===== src/rtl/mfs_pkg.sv =====
package mfs_pkg;
  typedef enum logic [1:0] {
    OVR_RUN    = 2'b00,
    OVR_COAST  = 2'b01,
    OVR_BRAKE  = 2'b10,
    OVR_HS_OFF = 2'b11
  } ovr_e;
endpackage


===== src/rtl/mfs_brake_store.sv =====
module mfs_brake_store (
  input  logic clk_i,
  input  logic rst_ni,
  input  logic uv_i,
  input  logic reset_req_i,
  input  logic brksel_i,
  output logic sel_eff_o
);
  logic uv_q, rr_q, sel_q, trig;

  assign trig      = (uv_i & ~uv_q) | (reset_req_i & ~rr_q);
  assign sel_eff_o = trig ? brksel_i : sel_q;

  always_ff @(posedge clk_i or negedge rst_ni) begin
    if (!rst_ni) begin
      uv_q  <= 1'b0;
      rr_q  <= 1'b0;
      sel_q <= 1'b0;
    end else begin
      uv_q <= uv_i;
      rr_q <= reset_req_i;
      if (trig) sel_q <= brksel_i;
    end
  end
endmodule


===== src/rtl/mfs_short_guard.sv =====
module mfs_short_guard #(
  parameter int QUAL_CYCLES = 16
) (
  input  logic clk_i,
  input  logic rst_ni,
  input  logic hs_on_i,
  input  logic ds_high_i,
  input  logic clear_i,
  output logic short_o
);
  localparam int CW = $clog2(QUAL_CYCLES + 1);
  localparam logic [CW-1:0] QMAX = CW'(QUAL_CYCLES);

  logic [CW-1:0] cnt_q;
  logic          qualified;

  assign qualified = (cnt_q == QMAX);

  always_ff @(posedge clk_i or negedge rst_ni) begin
    if (!rst_ni) begin
      cnt_q   <= '0;
      short_o <= 1'b0;
    end else begin
      if (!hs_on_i)       cnt_q <= '0;
      else if (!qualified) cnt_q <= cnt_q + 1'b1;
      if (clear_i)        short_o <= 1'b0;
      else if (hs_on_i && qualified && ds_high_i) short_o <= 1'b1;
    end
  end
endmodule


===== src/rtl/mfs_arbiter.sv =====
module mfs_arbiter
  import mfs_pkg::*;
#(
  parameter int NUM_PHASES = 3
) (
  input  logic [2:0]            hall_i,
  input  logic                  uv_i,
  input  logic                  tsd_i,
  input  logic                  reset_req_i,
  input  logic                  brake_i,
  input  logic                  sel_eff_i,
  input  logic [NUM_PHASES-1:0] short_i,
  input  logic [NUM_PHASES-1:0] boot_busy_i,
  output logic                  fault_o,
  output ovr_e                  ovr_o,
  output logic [NUM_PHASES-1:0] permit_o
);
  logic hall_bad, any_short;
  ovr_e stored_ovr;

  assign hall_bad   = (hall_i == 3'b000) || (hall_i == 3'b111);
  assign any_short  = |short_i;
  assign stored_ovr = sel_eff_i ? OVR_BRAKE : OVR_COAST;
  assign fault_o    = hall_bad | tsd_i | uv_i | any_short;

  always_comb begin
    if (reset_req_i)          ovr_o = stored_ovr;
    else if (uv_i)            ovr_o = stored_ovr;
    else if (hall_bad || tsd_i) ovr_o = OVR_COAST;
    else if (brake_i)         ovr_o = OVR_BRAKE;
    else if (any_short)       ovr_o = OVR_HS_OFF;
    else                      ovr_o = OVR_RUN;
  end

  for (genvar p = 0; p < NUM_PHASES; p++) begin : g_permit
    assign permit_o[p] = (ovr_o == OVR_RUN) & ~boot_busy_i[p] & ~short_i[p];
  end
endmodule


===== src/rtl/motor_fault_supervisor.sv =====
module motor_fault_supervisor
  import mfs_pkg::*;
#(
  parameter int NUM_PHASES  = 3,
  parameter int QUAL_CYCLES = 16
) (
  input  logic                  clk_i,
  input  logic                  rst_ni,
  input  logic [2:0]            hall_i,
  input  logic                  uv_i,
  input  logic                  tsd_i,
  input  logic [NUM_PHASES-1:0] hs_on_i,
  input  logic [NUM_PHASES-1:0] ds_high_i,
  input  logic [NUM_PHASES-1:0] boot_busy_i,
  input  logic                  commutate_i,
  input  logic                  reset_req_i,
  input  logic                  brake_i,
  input  logic                  brksel_i,
  output logic                  fault_o,
  output logic [1:0]            override_o,
  output logic [NUM_PHASES-1:0] hs_permit_o
);
  logic                  sel_eff;
  logic [NUM_PHASES-1:0] short_q;
  logic                  short_clr;
  ovr_e                  ovr;

  assign short_clr  = commutate_i | reset_req_i;
  assign override_o = ovr;

  mfs_brake_store u_store (
    .clk_i      (clk_i),
    .rst_ni     (rst_ni),
    .uv_i       (uv_i),
    .reset_req_i(reset_req_i),
    .brksel_i   (brksel_i),
    .sel_eff_o  (sel_eff)
  );

  for (genvar p = 0; p < NUM_PHASES; p++) begin : g_phase
    mfs_short_guard #(.QUAL_CYCLES(QUAL_CYCLES)) u_guard (
      .clk_i    (clk_i),
      .rst_ni   (rst_ni),
      .hs_on_i  (hs_on_i[p]),
      .ds_high_i(ds_high_i[p]),
      .clear_i  (short_clr),
      .short_o  (short_q[p])
    );
  end

  mfs_arbiter #(.NUM_PHASES(NUM_PHASES)) u_arb (
    .hall_i     (hall_i),
    .uv_i       (uv_i),
    .tsd_i      (tsd_i),
    .reset_req_i(reset_req_i),
    .brake_i    (brake_i),
    .sel_eff_i  (sel_eff),
    .short_i    (short_q),
    .boot_busy_i(boot_busy_i),
    .fault_o    (fault_o),
    .ovr_o      (ovr),
    .permit_o   (hs_permit_o)
  );
endmodule


===== config.mk =====
export PLATFORM = sky130hd
export DESIGN_NAME = motor_fault_supervisor
export DESIGN_NICKNAME = d
export VERILOG_FILES = /design/src/rtl/mfs_pkg.sv /design/src/rtl/mfs_brake_store.sv /design/src/rtl/mfs_short_guard.sv /design/src/rtl/mfs_arbiter.sv /design/src/rtl/motor_fault_supervisor.sv
export SDC_FILE = /design/constraint.sdc
export NUM_CORES = 1
export LEC_CHECK = 0
export CAP_MARGIN = 20
export CORE_MARGIN = 2
export CORE_UTILIZATION = 40
export CTS_CLUSTER_DIAMETER = 200
export DETAILED_ROUTE_END_ITERATION = 10
export PLACE_DENSITY = 0.69
export SYNTH_ARGS = -nofsm -noshare
export SYNTH_HDL_FRONTEND = slang
export SYNTH_SLANG_ARGS = --single-unit
export TNS_END_PERCENT = 5

===== constraint.sdc =====
create_clock -name clk_i -period 1.4 [get_ports clk_i]
set_input_delay 0.42 -clock clk_i [delete_from_list [all_inputs] [get_ports clk_i]]
set_output_delay 0.42 -clock clk_i [all_outputs]
set_load 0.005 [all_outputs]

==> summary.md <==
| Metric | Value |
|---|---|
| Post-route setup slack | -729 ps |
| Ys flop type | dfrtp_1 |
| DRC violation count after routing | 0 |
| Final Max Tran Viols | 0 |
| Syn_nets | 131 |
| Lkg Pwr | 0.732 nW |
| Share of cells above drive strength 1 | 25.3% |
| CTS max path bufs | 2 |
| Gr usage total | 15.8% |
| Fmax | 470 MHz |
| Clock transition at path regs | 120 ps |
| Seq cells post-synth | 21 |
| Filler instances | 240 |
| Vias/cell | 5.19 |
| Setup Viol. Count Final | 6 |
| Initial core utilization | 41.7% |
| Worst slew pin tran | 263 ps |
| Routed len/inst | 12.8 um |
| Number of cell rows | 19 |
| Reg-to-Reg End | g_phase[1].u_guard.cnt_q[0] |
| Fin crit period | 2130 ps |
| Mapped cell area | 1130 um^2 |
| WS Path Type | reg -> out |
| CTS tree | yes |
| Initial antenna violation count | 0 |
| Register area share after synthesis | 46.5% |
| Cell with the most instances after synthesis | dfrtp_1 |
| Pre-CTS WS | -1070 ps |
| Max Cap Violations | 0 |
| TritonCTS Buffers | 3 |
| Die W | 57.2 um |
| Max VDD drop | 0.601 mV |
| Antenna diode count | 0 |
| Clock Skew | 6.91 ps |
| Total number of vias | 940 |
| Post-Synthesis Cells | 105 |
| Top cell type's share of synthesized area | 46.5% |
| DR iter-0 viols | 10 |
| Leading cell types by count after synthesis | 21 x dfrtp_1, 9 x and2_1, 9 x xnor2_1 |
| Clock latency on the worst-skew pair | 300 ps |
| Synth cell types | 25 |
| Nets@finish | 177 |
| Hold buffer count at CTS | 0 |
| CP top delay family | simple AND/OR/NAND/NOR gates |
| CP max stage cell | dfrtp_1 |
| Final Hold Fails | 0 |
| Worst Reg-to-Reg Cells | 5 |
| WP buf/inv | 3 |
| CP required | 980 ps |
| HP Class | in -> async |
| Crit path cell chain | nor4_4 > nand4_1 > buf_4 > buf_6 > nor3_4 > buf_2 |
| Die height | 57.2 um |
| Crit. End Element | output port |
| Failing checks | negative setup slack |
| Power Density | 728 nW/um^2 |
| Post-route cell area | 1590 um^2 |
| Root Driver | clkbuf_4 |
| Synth area leaders | dfrtp_1 46%, xnor2_1 7.0%, ha_1 6.6% |
| Post-synthesis async set-or-reset flop share | 100% |
| TNS Setup | -3840 ps |
| Critical R2R Launch | g_phase[1].u_guard.cnt_q[0] |
| WP data arrival | 1710 ps |
| P&R area growth vs syn | 40.8% |
| Core ar. | 2710 um^2 |
| Flop2flop setup slack | 90 ps |
| RSZ-0062 raised after global routing | true |
| Max-Slew Margin vs Limit | 82.5% |
| Largest area contributor in the netlist | dfrtp_1 |
| Final ANT Viol Nets | 0 |
| First-pass GRT wire length | 4.08 mm |
| Hpwl dp | 1.72 mm |
| Routed Wire Length | 2.31 mm |
| EDFF count, synth | 0 |
| GR Overflow Total | 0 |
| Synth warn | 0 |
| I/O pin count | 26 |
| Final Cycle Share | 152% |
| Critical Path Max Stage Delay | 420 ps |
| Number of global-route vias before repair | 994 |
| CTS Sinks | 21 |
| First-pass detailed-route iteration total | 6 |
| Avg Inst Size Synth | 10.8 um^2 |
| PortBufs | 25 |
| Critical path peak fanout | 2 |
| Power consumption | 1.16 mW |
| Outcome | finished with violations |
| Routability congestion estimate | 0.842 |
| Largest net degree at the start of global routing | 22 |
| Crit path launch type | flop |
| Area after DPL | 1490 um^2 |
| Die area | 3270 um^2 |
| CTS H-tree lvls | 1 |
| Hold Slack | 439 ps |
==> per-layer routing <==
metal	vias up	wire, um	track usage, %
met1	442	1010	19.4
met5	-	0	0
li1	462	-	-
met4	0	25	7.31
met3	4	152	3.17
met2	32	1130	26.6
==> layout make-up <==
cell class	count	area (um^2)	share of cell area (%)
clock buffers	3	22.5	1.41
flip-flops and latches	21	526	33.0
repair buffers	41	349	21.9
multi-input cells	77	626	39.3
inverters	7	26.3	1.65
clock inverters	1	5.00	0.314
well taps	31	38.8	2.44
==> report_power, final <==
group          total (mW)  switching [mW]  internal, mW
clock network       0.287           0.180         0.106
logic               0.210          0.0881         0.122
registers           0.662          0.0280         0.634
==> cells in the final DEF (no fill, tap or decap), drive strengths merged <==
cell type,count
nand4,2
nand3,8
dlygate4sd2,8
and3b,1
o221a,1
nor2b,5
clkinv,1
nand2b,1
nor3,8
xor2,3
and4bb,3
mux2,1
o221ai,1
clkdlybuf4s50,12
nand2,3
and2,9
or3,1
clkdlybuf4s15,1
buf,20
mux2i,3
dfrtp,21
inv,7
ha,6
a31oi,4
nor2,5
o21ai,1
nor4,1
o21a,1
clkbuf,3
xnor2,9
==> logic make-up after synthesis <==
logic type      synth area share (%)
simple gates                    26.5
buf+inv                         2.32
mux                             3.65
fa+ha+maj                       6.64
compound gates                  5.09
flops                           46.5
xor+xnor                        9.29
==> state kept, by name, indices dropped and copies added (netlist names) <==
| register | flops |
|---|---|
| g_phase.u_guard.cnt_q | 15 |
| g_phase.u_guard.short_o | 3 |
| u_store.rr_q | 1 |
| u_store.sel_q | 1 |
| u_store.uv_q | 1 |
==> how the worst max path moves through the flow <==
stage | start | to | slack, ps | cells past startpoint
finish | g_phase[2].u_guard.short_o | hs_permit_o[1] | -730 | 6
global route | g_phase[2].u_guard.short_o | hs_permit_o[1] | -800 | 6
CTS | g_phase[1].u_guard.short_o | hs_permit_o[1] | -790 | 6
detailed placement | uv_i | hs_permit_o[1] | -1070 | 5
global placement | uv_i | override_o[0] | -1040 | 5
floorplan | hall_i[1] | override_o[0] | -70 | 3
==> timing repair <==
item,4_1_cts,5_1_grt
endpoints found under the setup margin,7,6
setup buffers,4,3
gates resized for setup,33,5
pin swaps,7,5
cloned,0,0
==> through the flow <==
| step | utilization, % | std cells |
|---|---|---|
| floorplan | - | 105 |
| global placement | 55.1 | 170 |
| detailed placement | 55.1 | 170 |
| CTS | 57.6 | 178 |
| global route | 58.8 | 181 |
| finish | 58.8 | 181 |
Power figures use the tool's default switching activity.
